$ cat src/rtl/ltx_pkg.sv
package ltx_pkg;

    typedef enum logic [3:0] {
        PH_IDLE,
        PH_PRE,
        PH_SOF,
        PH_TYP,
        PH_UDT,
        PH_DAT,
        PH_CRC,
        PH_TAG,
        PH_EOF,
        PH_PST
    } phase_e;

    localparam logic [3:0] SOF_PAT    = 4'b1001;
    localparam logic [3:0] EOF_PAT    = 4'b0110;
    localparam logic [3:0] TYPE_PING  = 4'h0;
    localparam logic [3:0] TYPE_VARL  = 4'hC;
    localparam logic [7:0] CRC_POLY   = 8'h07;
    localparam int         MAX_WORDS  = 16;
    localparam int         AW         = $clog2(MAX_WORDS);

    typedef struct packed {
        logic [3:0] ftype;
        logic [7:0] udata;
        logic [3:0] tag;
        logic [3:0] last;
        logic       data;
        logic       sw_sel;
        logic [7:0] sw_crc;
        logic       compat;
    } cfg_t;

    function automatic logic carries_data(input logic [3:0] t);
        return (t >= 4'h4) && (t <= TYPE_VARL);
    endfunction

    // index of the final word for a data frame type
    function automatic logic [3:0] last_index(input logic [3:0] t, input logic [3:0] lm1);
        case (t)
            4'h4:    return 4'd0;
            4'h5:    return 4'd1;
            4'h6:    return 4'd3;
            4'h7:    return 4'd5;
            4'h8:    return 4'd7;
            4'h9:    return 4'd9;
            4'hA:    return 4'd11;
            4'hB:    return 4'd15;
            4'hC:    return lm1;
            default: return 4'd0;
        endcase
    endfunction

endpackage

$ cat src/rtl/ltx_tick_gen.sv
module ltx_tick_gen #(
    parameter int DIV = 2
) (
    input  logic clk_i,
    input  logic rst_ni,
    input  logic run_i,
    input  logic clear_i,
    output logic tick_o
);
    localparam int CW = (DIV > 1) ? $clog2(DIV) : 1;
    localparam logic [CW-1:0] LAST = CW'(DIV - 1);

    logic [CW-1:0] cnt_d, cnt_q;

    always_comb begin
        cnt_d = cnt_q;
        if (clear_i || !run_i) begin
            cnt_d = '0;
        end else if (cnt_q == LAST) begin
            cnt_d = '0;
        end else begin
            cnt_d = cnt_q + 1'b1;
        end
    end

    always_ff @(posedge clk_i) begin
        if (!rst_ni) begin
            cnt_q <= '0;
        end else begin
            cnt_q <= cnt_d;
        end
    end

    assign tick_o = run_i && (cnt_q == LAST);

endmodule

$ cat src/rtl/ltx_crc8.sv
module ltx_crc8 #(
    parameter int         DW   = 16,
    parameter logic [7:0] POLY = 8'h07
) (
    input  logic [7:0]    crc_i,
    input  logic [DW-1:0] dat_i,
    output logic [7:0]    crc_o
);
    always_comb begin
        logic [7:0] c;
        logic       fb;
        c = crc_i;
        for (int i = DW - 1; i >= 0; i--) begin
            fb = c[7] ^ dat_i[i];
            c  = {c[6:0], 1'b0} ^ (fb ? POLY : 8'h00);
        end
        crc_o = c;
    end
endmodule

$ cat src/rtl/ltx_frame_tx.sv
module ltx_frame_tx
    import ltx_pkg::*;
#(
    parameter int DIV    = 2,
    parameter int WORD_W = 16
) (
    input  logic              clk_i,
    input  logic              rst_ni,
    input  logic              start_i,
    input  logic [3:0]        ftype_i,
    input  logic [7:0]        udata_i,
    input  logic [3:0]        dtag_i,
    input  logic [3:0]        ping_tag_i,
    input  logic [3:0]        len_m1_i,
    input  logic              sw_crc_sel_i,
    input  logic [7:0]        sw_crc_i,
    input  logic              compat_i,
    output logic [AW-1:0]     buf_addr_o,
    input  logic [WORD_W-1:0] buf_data_i,
    output logic              lnk_clk_o,
    output logic              lnk_dat_o,
    output logic              busy_o,
    output logic              done_o
);
    localparam int LW = $clog2(WORD_W) + 1;

    typedef struct packed {
        phase_e            phase;
        logic [LW-1:0]     left;
        logic [AW-1:0]     widx;
        logic [WORD_W-1:0] shf;
        logic [7:0]        crc;
        logic              lclk;
        logic              busy;
        logic              done;
        cfg_t              cfg;
    } st_t;

    st_t        s_d, s_q;
    logic       tick;
    logic       clear;
    logic [7:0] crc_nxt;

    ltx_tick_gen #(.DIV(DIV)) u_tick (
        .clk_i   (clk_i),
        .rst_ni  (rst_ni),
        .run_i   (s_q.busy),
        .clear_i (clear),
        .tick_o  (tick)
    );

    ltx_crc8 #(.DW(WORD_W), .POLY(CRC_POLY)) u_crc (
        .crc_i (s_q.crc),
        .dat_i (buf_data_i),
        .crc_o (crc_nxt)
    );

    // the word loaded next: 0 before the payload, current+1 inside it
    assign buf_addr_o = (s_q.phase == PH_DAT) ? AW'(s_q.widx + 1'b1) : '0;

    // returns {bit count, MSB-aligned value padded with ones}
    function automatic logic [LW+WORD_W-1:0] field_of(input phase_e ph, input cfg_t c,
                                                      input logic [WORD_W-1:0] w,
                                                      input logic [7:0] hw_crc);
        logic [WORD_W-1:0] v;
        logic [LW-1:0]     n;
        v = '1;
        n = LW'(4);
        case (ph)
            PH_SOF: v[WORD_W-1 -: 4] = SOF_PAT;
            PH_TYP: v[WORD_W-1 -: 4] = c.ftype;
            PH_UDT: begin
                v[WORD_W-1 -: 8] = c.udata;
                n = LW'(8);
            end
            PH_DAT: begin
                v = w;
                n = LW'(WORD_W);
            end
            PH_CRC: begin
                v[WORD_W-1 -: 8] = c.sw_sel ? c.sw_crc : hw_crc;
                n = LW'(8);
            end
            PH_TAG: v[WORD_W-1 -: 4] = c.tag;
            PH_EOF: v[WORD_W-1 -: 4] = EOF_PAT;
            default: v = '1;
        endcase
        return {n, v};
    endfunction

    always_comb begin
        cfg_t   cn;
        phase_e np;
        s_d        = s_q;
        s_d.done   = 1'b0;
        clear      = 1'b0;
        np         = PH_IDLE;
        cn         = s_q.cfg;
        if (!s_q.busy) begin
            if (start_i) begin
                cn.ftype  = ftype_i;
                cn.udata  = udata_i;
                cn.tag    = (ftype_i == TYPE_PING) ? ping_tag_i : dtag_i;
                cn.last   = last_index(ftype_i, len_m1_i);
                cn.data   = carries_data(ftype_i);
                cn.sw_sel = sw_crc_sel_i;
                cn.sw_crc = sw_crc_i;
                cn.compat = compat_i;
                s_d.cfg   = cn;
                s_d.phase = compat_i ? PH_SOF : PH_PRE;
                {s_d.left, s_d.shf} = field_of(s_d.phase, cn, buf_data_i, 8'h00);
                s_d.widx  = '0;
                s_d.crc   = 8'h00;
                s_d.lclk  = 1'b0;
                s_d.busy  = 1'b1;
                clear     = 1'b1;
            end
        end else if (tick) begin
            s_d.lclk = ~s_q.lclk;
            if (s_q.left != LW'(1)) begin
                s_d.left = s_q.left - 1'b1;
                s_d.shf  = {s_q.shf[WORD_W-2:0], 1'b1};
            end else begin
                case (s_q.phase)
                    PH_PRE:  np = PH_SOF;
                    PH_SOF:  np = PH_TYP;
                    PH_TYP:  np = s_q.cfg.data ? PH_UDT : PH_TAG;
                    PH_UDT:  np = PH_DAT;
                    PH_DAT:  np = (s_q.widx == s_q.cfg.last) ? PH_CRC : PH_DAT;
                    PH_CRC:  np = PH_TAG;
                    PH_TAG:  np = PH_EOF;
                    PH_EOF:  np = s_q.cfg.compat ? PH_IDLE : PH_PST;
                    default: np = PH_IDLE;
                endcase
                s_d.phase = np;
                if (np == PH_IDLE) begin
                    s_d.busy = 1'b0;
                    s_d.done = 1'b1;
                    s_d.lclk = 1'b1;
                    s_d.shf  = '1;
                    s_d.left = '0;
                end else begin
                    {s_d.left, s_d.shf} = field_of(np, s_q.cfg, buf_data_i, s_q.crc);
                    if (np == PH_DAT) begin
                        s_d.crc = crc_nxt;
                        if (s_q.phase == PH_DAT) begin
                            s_d.widx = s_q.widx + 1'b1;
                        end
                    end
                end
            end
        end
    end

    always_ff @(posedge clk_i) begin
        if (!rst_ni) begin
            s_q       <= '0;
            s_q.phase <= PH_IDLE;
            s_q.shf   <= '1;
            s_q.lclk  <= 1'b1;
        end else begin
            s_q <= s_d;
        end
    end

    assign lnk_clk_o = s_q.lclk;
    assign lnk_dat_o = s_q.shf[WORD_W-1];
    assign busy_o    = s_q.busy;
    assign done_o    = s_q.done;

endmodule

$ cat config.mk
export PLATFORM = sky130hd
export DESIGN_NAME = ltx_frame_tx
export DESIGN_NICKNAME = d
export VERILOG_FILES = /design/src/rtl/ltx_pkg.sv /design/src/rtl/ltx_tick_gen.sv /design/src/rtl/ltx_crc8.sv /design/src/rtl/ltx_frame_tx.sv
export SDC_FILE = /design/constraint.sdc
export NUM_CORES = 1
export LEC_CHECK = 0
export BUFFER_PORTS_ARGS = -buffer_cell sky130_fd_sc_hd__buf_4
export CORE_MARGIN = 2
export CORE_UTILIZATION = 51
export CTS_CLUSTER_SIZE = 12
export DETAILED_ROUTE_END_ITERATION = 8
export GPL_TIMING_DRIVEN = 0
export PLACE_DENSITY = 0.73
export SLEW_MARGIN = 20
export SYNTH_ARGS = -nofsm -noshare
export SYNTH_HDL_FRONTEND = slang
export SYNTH_SLANG_ARGS = --single-unit
$ cat constraint.sdc
create_clock -name clk_i -period 3.3 [get_ports clk_i]
set_input_delay 0.165 -clock clk_i [delete_from_list [all_inputs] [get_ports clk_i]]
set_output_delay 0.165 -clock clk_i [all_outputs]
set_load 0.01 [all_outputs]
==> impl_metrics.prom, run 1 <==
# TYPE chip_impl_metric gauge
chip_impl_info{name="cp-end-kind",value="flop"} 1
chip_impl_metric{name="synth.distinct_cells",unit=""} 62
chip_impl_metric{name="cellInternalPower",unit="mW"} 1.61
chip_impl_info{name="synth_top_flop_cell",value="sky130_fd_sc_hd__dfxtp_1"} 1
chip_impl_metric{name="seqCellArea",unit="mm²"} 0.00144
chip_impl_metric{name="reg2reg_slack",unit="ns"} 0.33
chip_impl_metric{name="worst_pin_slew",unit="ns"} 0.943
chip_impl_metric{name="largest_net_degree_at_the_start_of_global_routing",unit=""} 14
chip_impl_metric{name="worstRegToRegCells",unit=""} 7
chip_impl_metric{name="grt.total_usage",unit=""} 0.283
chip_impl_info{name="worst_setup_path_start_kind",value="flop"} 1
chip_impl_metric{name="max-vdd-ir-drop",unit="µV"} 218
chip_impl_metric{name="detail_route.iter0.violations",unit=""} 282
chip_impl_metric{name="final_net_count",unit=""} 631
chip_impl_metric{name="routed_wire_length_per_instance",unit="µm"} 17.2
chip_impl_metric{name="chipWidth",unit="µm"} 93.6
chip_impl_metric{name="cts-resized-gates",unit=""} 0
chip_impl_metric{name="initial_core_utilization",unit=""} 0.527
chip_impl_metric{name="setup_ws",unit="ns"} 0.325
chip_impl_info{name="synth_largest_area_cell",value="sky130_fd_sc_hd__dfxtp_1"} 1
chip_impl_metric{name="synthesis.area_per_instance",unit="µm²"} 8.13
chip_impl_metric{name="global_route_wire_length_before_repair",unit="mm"} 19.0
chip_impl_info{name="synth.cells.most_frequent",value="sky130_fd_sc_hd__nand2_1 (86), sky130_fd_sc_hd__dfxtp_1 (72), sky130_fd_sc_hd__nor2_1 (46), sky130_fd_sc_hd__a21oi_1 (36), sky130_fd_sc_hd__clkbuf_1 (26)"} 1
chip_impl_metric{name="final.hold.worst_slack",unit="ns"} 0.0453
chip_impl_metric{name="synthToLayoutAreaGrowth",unit="%"} 20.3
chip_impl_metric{name="postSynthCellCount",unit=""} 504
chip_impl_metric{name="fillCellCount",unit=""} 741
chip_impl_metric{name="post_synth_fa_ha_maj_area_fraction",unit=""} 0.00916
chip_impl_info{name="rsz0062_at_grt",value="false"} 1
chip_impl_metric{name="antenna_cells",unit=""} 0
chip_impl_metric{name="setup-tns-final",unit="ns"} 0
chip_impl_metric{name="mappedNetlistArea",unit="mm²"} 0.00410
chip_impl_metric{name="final_core_util",unit=""} 0.634
chip_impl_metric{name="ioPinCount",unit=""} 61
chip_impl_metric{name="cts_hold_buffers",unit=""} 0
chip_impl_metric{name="final_min_period_over_clock_period",unit=""} 0.901
chip_impl_metric{name="final-max-slew-violation-count",unit=""} 0
chip_impl_metric{name="synth.ff_latch_count",unit=""} 72
chip_impl_metric{name="globalRoute.totalOverflow",unit=""} 0
chip_impl_metric{name="design.die.area",unit="mm²"} 0.00876
chip_impl_metric{name="synth_fp_nets",unit=""} 560
chip_impl_metric{name="cts_buffer_depth",unit=""} 2
chip_impl_metric{name="antenna_violating_nets_post_route",unit=""} 0
chip_impl_metric{name="core_region_area",unit="mm²"} 0.00777
chip_impl_metric{name="die_h",unit="µm"} 93.6
chip_impl_metric{name="total_switching_power",unit="mW"} 0.607
chip_impl_info{name="outcome",value="finished, final reports clean"} 1
chip_impl_metric{name="cts_setup_buffers",unit=""} 0
chip_impl_metric{name="htree_num_levels",unit=""} 3
chip_impl_metric{name="timing.clock.skew",unit="ns"} 0.00834
chip_impl_metric{name="setup_viol",unit=""} 0
chip_impl_metric{name="clk_pin_slew_worst_paths",unit="ns"} 0.09
chip_impl_metric{name="gp_routability_congestion",unit=""} 0.921
chip_impl_metric{name="maxClockFrequency",unit="MHz"} 336
chip_impl_info{name="synth.area.top_cells",value="sky130_fd_sc_hd__dfxtp_1 (35%), sky130_fd_sc_hd__nand2_1 (7.9%), sky130_fd_sc_hd__a21oi_1 (4.4%)"} 1
chip_impl_metric{name="hpwlAfterDp",unit="mm"} 8.86
chip_impl_metric{name="worstPathArrival",unit="ns"} 3.22
chip_impl_metric{name="synth_simple_gate_area_share",unit=""} 0.215
chip_impl_metric{name="combPwrFrac",unit=""} 0.178
chip_impl_metric{name="edff_count_synth",unit=""} 0
chip_impl_info{name="crit_path_end",value="s_q[54]"} 1
chip_impl_metric{name="worst-path-max-fanout",unit=""} 10
chip_impl_metric{name="timing.final.crit_period",unit="ns"} 2.97
chip_impl_metric{name="worstSkewPairLatency",unit="ns"} 0.36
chip_impl_metric{name="share_clk_of_total_power",unit=""} 0.403
chip_impl_metric{name="fraction_of_final_layout_cells_with_drive_strength_greater_than_1",unit=""} 0.174
chip_impl_metric{name="post_drt_via_cell_ratio",unit=""} 5.70
chip_impl_info{name="synth_most_common_cell",value="sky130_fd_sc_hd__nand2_1"} 1
chip_impl_metric{name="detailed_place.area",unit="mm²"} 0.00467
chip_impl_info{name="timing.rr.end",value="s_q[54]"} 1
chip_impl_metric{name="async_reset_ff_frac",unit=""} 0
chip_impl_info{name="cts_tree",value="built"} 1
chip_impl_metric{name="critPathRequiredTime",unit="ns"} 3.55
chip_impl_metric{name="drt-pass1-iter-count",unit=""} 5
chip_impl_metric{name="detailedPlace.worstSlack",unit="ns"} 0.536
chip_impl_metric{name="placementRows",unit=""} 32
chip_impl_metric{name="final_design_area_no_fill",unit="mm²"} 0.00493
chip_impl_metric{name="layout.cells.non_filler",unit=""} 682
chip_impl_metric{name="multiInputGateArea",unit="mm²"} 0.00250
chip_impl_metric{name="count_of_buffers_inserted_at_the_top_level_ports",unit=""} 60
chip_impl_metric{name="drt_wl_total",unit="mm"} 11.7
chip_impl_metric{name="first_global_vias",unit=""} 3862
chip_impl_metric{name="total_of_max_cap_violations",unit=""} 0
chip_impl_metric{name="cellLeakagePower",unit="nW"} 1.97
chip_impl_metric{name="numClockSinks",unit=""} 72
chip_impl_metric{name="pwr-share-seq",unit=""} 0.419
chip_impl_metric{name="finalHoldViolations",unit=""} 0
chip_impl_metric{name="num_vias",unit=""} 3888
chip_impl_metric{name="power.share.switching",unit=""} 0.274
chip_impl_metric{name="powerDensity",unit="mW/mm²"} 449
chip_impl_metric{name="seq_area_frac_synth",unit=""} 0.352
chip_impl_metric{name="synthDominantCellAreaShare",unit=""} 0.352
chip_impl_metric{name="tritoncts.num_buffers",unit=""} 9
chip_impl_metric{name="synth_xor_area_frac",unit=""} 0.113
chip_impl_info{name="crit_type",value="flop to flop"} 1
chip_impl_info{name="synth_top_family_by_area",value="compound AO/OA/AOI/OAI gates"} 1
chip_impl_info{name="clock-root-buffer",value="sky130_fd_sc_hd__clkbuf_8"} 1
chip_impl_metric{name="yosys-mux-area-fraction",unit=""} 0.0360
chip_impl_info{name="worstSetupStartpoint",value="s_q[62]"} 1
chip_impl_info{name="rr_startpoint",value="s_q[62]"} 1
chip_impl_metric{name="post-route-drc-count",unit=""} 0
chip_impl_metric{name="ys.warnings.count",unit=""} 0
chip_impl_metric{name="antenna_found_initial",unit=""} 0
chip_impl_metric{name="numPlacedInstances",unit=""} 666
chip_impl_metric{name="p_total",unit="mW"} 2.21
chip_impl_metric{name="relSlewSlack",unit=""} 0.363
chip_impl_metric{name="synth_compound_gate_area_share",unit=""} 0.236
chip_impl_info{name="min-delay-path-class",value="primary input to flop"} 1
-- how the worst min path moves through the flow --
stage | start | to | slack [ns] | depth (start not counted)
detailed placement | buf_data_i[0] | s_q[42] | 0.42 | 3
finish | sw_crc_i[4] | s_q[5] | 0.05 | 3
global route | buf_data_i[0] | s_q[42] | 0.05 | 3
global placement | u_tick.cnt_q | u_tick.cnt_q | 0.42 | 1
CTS | sw_crc_i[3] | s_q[4] | 0.04 | 3
floorplan | sw_crc_i[1] | s_q[2] | 0.30 | 2
-- layout by cell type (no fill, tap or decap), types with 4 or more instances in the layout --
cell type                   count
sky130_fd_sc_hd__o21a_1         6
sky130_fd_sc_hd__buf_2          5
sky130_fd_sc_hd__nor3_1         4
sky130_fd_sc_hd__nand2b_1       4
sky130_fd_sc_hd__clkbuf_8      10
sky130_fd_sc_hd__inv_1          5
sky130_fd_sc_hd__and2_1         7
sky130_fd_sc_hd__o21ai_0       24
sky130_fd_sc_hd__buf_4         60
sky130_fd_sc_hd__a31oi_1        5
sky130_fd_sc_hd__xnor2_1       20
sky130_fd_sc_hd__o22ai_1        8
sky130_fd_sc_hd__clkbuf_1      26
sky130_fd_sc_hd__xor2_1        19
sky130_fd_sc_hd__o2bb2ai_1      6
sky130_fd_sc_hd__nand3_1       18
sky130_fd_sc_hd__mux2_2         6
sky130_fd_sc_hd__a211o_1        4
sky130_fd_sc_hd__a21oi_1       36
sky130_fd_sc_hd__o211a_1        7
sky130_fd_sc_hd__dfxtp_1       72
sky130_fd_sc_hd__a221oi_1       4
sky130_fd_sc_hd__a21boi_0      13
sky130_fd_sc_hd__nor2_1        46
sky130_fd_sc_hd__nor2b_1        5
sky130_fd_sc_hd__mux2i_1        8
sky130_fd_sc_hd__nor3b_1        4
sky130_fd_sc_hd__nand2_1       86
sky130_fd_sc_hd__xnor3_1        4
-- kinds of logic (layout without fill, tap and decap cells) --
family | Yosys count | in the layout
buf+inv | 38 | 114
fa+ha+maj | 3 | 3
simple gates | 192 | 192
mux | 14 | 14
xor+xnor | 45 | 45
compound gates | 140 | 140
flops | 72 | 72
-- flip-flops by register name, summed over array words and instances (netlist names) --
signal,flops
busy_o,1
s_q,67
lnk_clk_o,1
lnk_dat_o,1
done_o,1
u_tick.cnt_q,1
-- area by class of cell --
type	instances	share of cell area
clock inverter	6	0.0234
multi-input combinational	394	0.507
timing repair buffer	60	0.0914
tap	102	0.0259
buffer	33	0.0279
inverter	5	0.00381
clock buffer	10	0.0279
sequential	72	0.293
-- per-layer routing --
metal  global-route usage  vias up  wire length [µm]
met3               0.0419       16               589
met1                0.382     1822              5410
met4               0.0942        0               197
met2                0.465      133              5540
met5                    0        -                 0
li1                     -     1917                 -
-- critical path, cell delays in order (launching register included) --
cell and delay (ns):
sky130_fd_sc_hd__dfxtp_1 0.40, sky130_fd_sc_hd__ha_1 0.21, sky130_fd_sc_hd__nor4b_1 0.78, sky130_fd_sc_hd__clkbuf_1 0.49
sky130_fd_sc_hd__o31ai_1 0.16, sky130_fd_sc_hd__a2111oi_0 0.44, sky130_fd_sc_hd__a21oi_1 0.13, sky130_fd_sc_hd__a211o_1 0.25
-- power groups by stage --
stage	Combinational, mW	Clock [mW]	Sequential [mW]
after detailed placement	0.386	0	0.947
after global routing	0.427	0.933	0.931
after floorplan	0.258	0	0.939
final	0.393	0.893	0.927
after global placement	0.386	0	0.945
after CTS	0.391	0.896	0.926
Note: power is estimated with default switching activity, not from simulation.
==> inputs of run 2 (changes only) <==
--- a/config.mk
+++ b/config.mk
@@ -11,6 +11,7 @@
 export CTS_CLUSTER_SIZE = 12
 export DETAILED_ROUTE_END_ITERATION = 8
 export GPL_TIMING_DRIVEN = 0
+export HOLD_SLACK_MARGIN = 0.15
 export PLACE_DENSITY = 0.73
 export SLEW_MARGIN = 20
 export SYNTH_ARGS = -nofsm -noshare
==> run 2 against run 1 <==
Compared with the run above:
- clock power about the same
- worst hold slack better by 0.12 ns
- final cell count rose by 3.7%
- wire length rose by 2.2%
- clock-buffer cell count did not move
- sequential power about the same
- combinational power rose by 6.6%
- highest routed layer unchanged
- via count up 3.1%
- register-to-register slack hardly changed
- critical endpoint unchanged
- non-clock buffer count grew 25
- worst setup slack got worse by 0.010 ns
==> impl_metrics.prom, run 2 (synthesis results as in run 1) <==
# TYPE chip_impl_metric gauge
chip_impl_info{name="outcome",value="finished, final reports clean"} 1
chip_impl_metric{name="synthToLayoutAreaGrowth",unit="%"} 26.4
chip_impl_metric{name="gp_routability_congestion",unit=""} 0.921
chip_impl_metric{name="critPathRequiredTime",unit="ns"} 3.55
chip_impl_metric{name="globalRoute.totalOverflow",unit=""} 0
chip_impl_metric{name="final_design_area_no_fill",unit="mm²"} 0.00518
chip_impl_metric{name="cellInternalPower",unit="mW"} 1.63
chip_impl_metric{name="power.share.switching",unit=""} 0.274
chip_impl_info{name="min-delay-path-class",value="primary input to flop"} 1
chip_impl_metric{name="worstRegToRegCells",unit=""} 7
chip_impl_metric{name="cellLeakagePower",unit="nW"} 2.08
chip_impl_metric{name="routed_wire_length_per_instance",unit="µm"} 16.9
chip_impl_metric{name="post_drt_via_cell_ratio",unit=""} 5.67
chip_impl_metric{name="pwr-share-seq",unit=""} 0.414
chip_impl_metric{name="core_region_area",unit="mm²"} 0.00777
chip_impl_metric{name="count_of_buffers_inserted_at_the_top_level_ports",unit=""} 60
chip_impl_info{name="crit_path_end",value="s_q[54]"} 1
chip_impl_metric{name="drt_wl_total",unit="mm"} 12.0
chip_impl_metric{name="die_h",unit="µm"} 93.6
chip_impl_info{name="cts_tree",value="built"} 1
chip_impl_metric{name="initial_core_utilization",unit=""} 0.527
chip_impl_metric{name="hpwlAfterDp",unit="mm"} 8.86
chip_impl_metric{name="detailedPlace.worstSlack",unit="ns"} 0.536
chip_impl_metric{name="worstSkewPairLatency",unit="ns"} 0.36
chip_impl_info{name="register_with_the_most_flip_flops",value="s_q"} 1
chip_impl_info{name="cp-end-kind",value="flop"} 1
chip_impl_metric{name="final_net_count",unit=""} 656
chip_impl_metric{name="tritoncts.num_buffers",unit=""} 9
chip_impl_metric{name="antenna_violating_nets_post_route",unit=""} 0
chip_impl_metric{name="total_of_max_cap_violations",unit=""} 0
chip_impl_metric{name="reg2reg_slack",unit="ns"} 0.32
chip_impl_metric{name="worstPathArrival",unit="ns"} 3.23
chip_impl_metric{name="drt-pass1-iter-count",unit=""} 5
chip_impl_metric{name="final-max-slew-violation-count",unit=""} 0
chip_impl_metric{name="cts_setup_buffers",unit=""} 0
chip_impl_metric{name="detailed_place.area",unit="mm²"} 0.00467
chip_impl_metric{name="powerDensity",unit="mW/mm²"} 433
chip_impl_metric{name="layout.cells.non_filler",unit=""} 707
chip_impl_metric{name="first_global_vias",unit=""} 3997
chip_impl_info{name="most_common_cell_after_layout_fill_and_taps_aside",value="sky130_fd_sc_hd__nand2_1"} 1
chip_impl_metric{name="clk_pin_slew_worst_paths",unit="ns"} 0.08
chip_impl_metric{name="ioPinCount",unit=""} 61
chip_impl_metric{name="chipWidth",unit="µm"} 93.6
chip_impl_metric{name="setup_ws",unit="ns"} 0.315
chip_impl_metric{name="antenna_cells",unit=""} 0
chip_impl_metric{name="setup_viol",unit=""} 0
chip_impl_info{name="crit_type",value="flop to flop"} 1
chip_impl_metric{name="max-vdd-ir-drop",unit="µV"} 223
chip_impl_metric{name="setup-tns-final",unit="ns"} 0
chip_impl_metric{name="num_vias",unit=""} 4007
chip_impl_metric{name="cts_hold_buffers",unit=""} 25
chip_impl_metric{name="combPwrFrac",unit=""} 0.187
chip_impl_metric{name="numPlacedInstances",unit=""} 666
chip_impl_metric{name="detail_route.iter0.violations",unit=""} 276
chip_impl_metric{name="total_switching_power",unit="mW"} 0.614
chip_impl_metric{name="cts_buffer_depth",unit=""} 2
chip_impl_metric{name="worst_pin_slew",unit="ns"} 0.953
chip_impl_info{name="rsz0062_at_grt",value="false"} 1
chip_impl_info{name="clock-root-buffer",value="sky130_fd_sc_hd__clkbuf_8"} 1
chip_impl_metric{name="global_route_wire_length_before_repair",unit="mm"} 19.5
chip_impl_metric{name="share_clk_of_total_power",unit=""} 0.399
chip_impl_metric{name="numClockSinks",unit=""} 72
chip_impl_metric{name="largest_register_ffs",unit=""} 67
chip_impl_metric{name="relSlewSlack",unit=""} 0.356
chip_impl_metric{name="cts-resized-gates",unit=""} 0
chip_impl_metric{name="finalHoldViolations",unit=""} 0
chip_impl_info{name="worst_setup_path_start_kind",value="flop"} 1
chip_impl_metric{name="final_core_util",unit=""} 0.667
chip_impl_metric{name="htree_num_levels",unit=""} 3
chip_impl_info{name="timing.rr.end",value="s_q[54]"} 1
chip_impl_metric{name="largest_net_degree_at_the_start_of_global_routing",unit=""} 14
chip_impl_metric{name="worst-path-max-fanout",unit=""} 10
chip_impl_metric{name="antenna_found_initial",unit=""} 0
chip_impl_metric{name="post-route-drc-count",unit=""} 0
chip_impl_metric{name="design.die.area",unit="mm²"} 0.00876
chip_impl_metric{name="timing.final.crit_period",unit="ns"} 2.98
chip_impl_info{name="final_cell_mix",value="sky130_fd_sc_hd__nand2_1 (86), sky130_fd_sc_hd__dfxtp_1 (72), sky130_fd_sc_hd__buf_4 (60)"} 1
chip_impl_metric{name="final.hold.worst_slack",unit="ns"} 0.161
chip_impl_metric{name="placementRows",unit=""} 32
chip_impl_metric{name="fraction_of_final_layout_cells_with_drive_strength_greater_than_1",unit=""} 0.167
chip_impl_metric{name="fillCellCount",unit=""} 704
chip_impl_info{name="worstSetupStartpoint",value="s_q[62]"} 1
chip_impl_metric{name="p_total",unit="mW"} 2.24
chip_impl_metric{name="final_min_period_over_clock_period",unit=""} 0.904
chip_impl_metric{name="timing.clock.skew",unit="ns"} 0.00806
chip_impl_info{name="rr_startpoint",value="s_q[62]"} 1
chip_impl_metric{name="grt.total_usage",unit=""} 0.290
chip_impl_metric{name="maxClockFrequency",unit="MHz"} 335
==> run 2: area by class of cell <==
| cell class | instances | area [µm²] | share of cell area |
|---|---|---|---|
| buffer | 33 | 138 | 0.0266 |
| clock buffer | 10 | 138 | 0.0266 |
| clock inverter | 6 | 115 | 0.0222 |
| inverter | 5 | 18.8 | 0.00362 |
| multi-input combinational | 394 | 2500 | 0.483 |
| sequential | 72 | 1440 | 0.278 |
| tap | 102 | 128 | 0.0246 |
| timing repair buffer | 85 | 701 | 0.135 |
==> run 2: worst min-delay path by stage <==
stage / from / to / slack (ns) / depth (start not counted)
final: dtag_i[2] / s_q[17] / 0.16 / 4
after global routing: dtag_i[0] / s_q[15] / 0.18 / 4
after CTS: dtag_i[2] / s_q[17] / 0.16 / 4
after detailed placement: buf_data_i[0] / s_q[42] / 0.42 / 3
after global placement: u_tick.cnt_q / u_tick.cnt_q / 0.42 / 1
after floorplan: sw_crc_i[1] / s_q[2] / 0.30 / 2
==> run 2: worst max-delay path, cell delays in order (launching register included) <==
cell	delay, ns
sky130_fd_sc_hd__dfxtp_1	0.40
sky130_fd_sc_hd__ha_1	0.21
sky130_fd_sc_hd__nor4b_1	0.78
sky130_fd_sc_hd__clkbuf_1	0.49
sky130_fd_sc_hd__o31ai_1	0.16
sky130_fd_sc_hd__a2111oi_0	0.44
sky130_fd_sc_hd__a21oi_1	0.13
sky130_fd_sc_hd__a211o_1	0.25
==> run 2: layer usage <==
layer | vias up | wire (µm) | track usage
met5 | - | 0 | 0
met3 | 19 | 673 | 0.0419
li1 | 1975 | - | -
met2 | 149 | 5720 | 0.485
met1 | 1864 | 5380 | 0.385
met4 | 0 | 214 | 0.0942
==> run 2: power by group through the flow <==
stage	Clock, mW	Combinational [mW]	Sequential [mW]
after floorplan	0	0.258	0.939
after global placement	0	0.386	0.945
after detailed placement	0	0.386	0.947
after CTS	0.896	0.415	0.926
after global routing	0.933	0.453	0.931
final	0.893	0.419	0.927
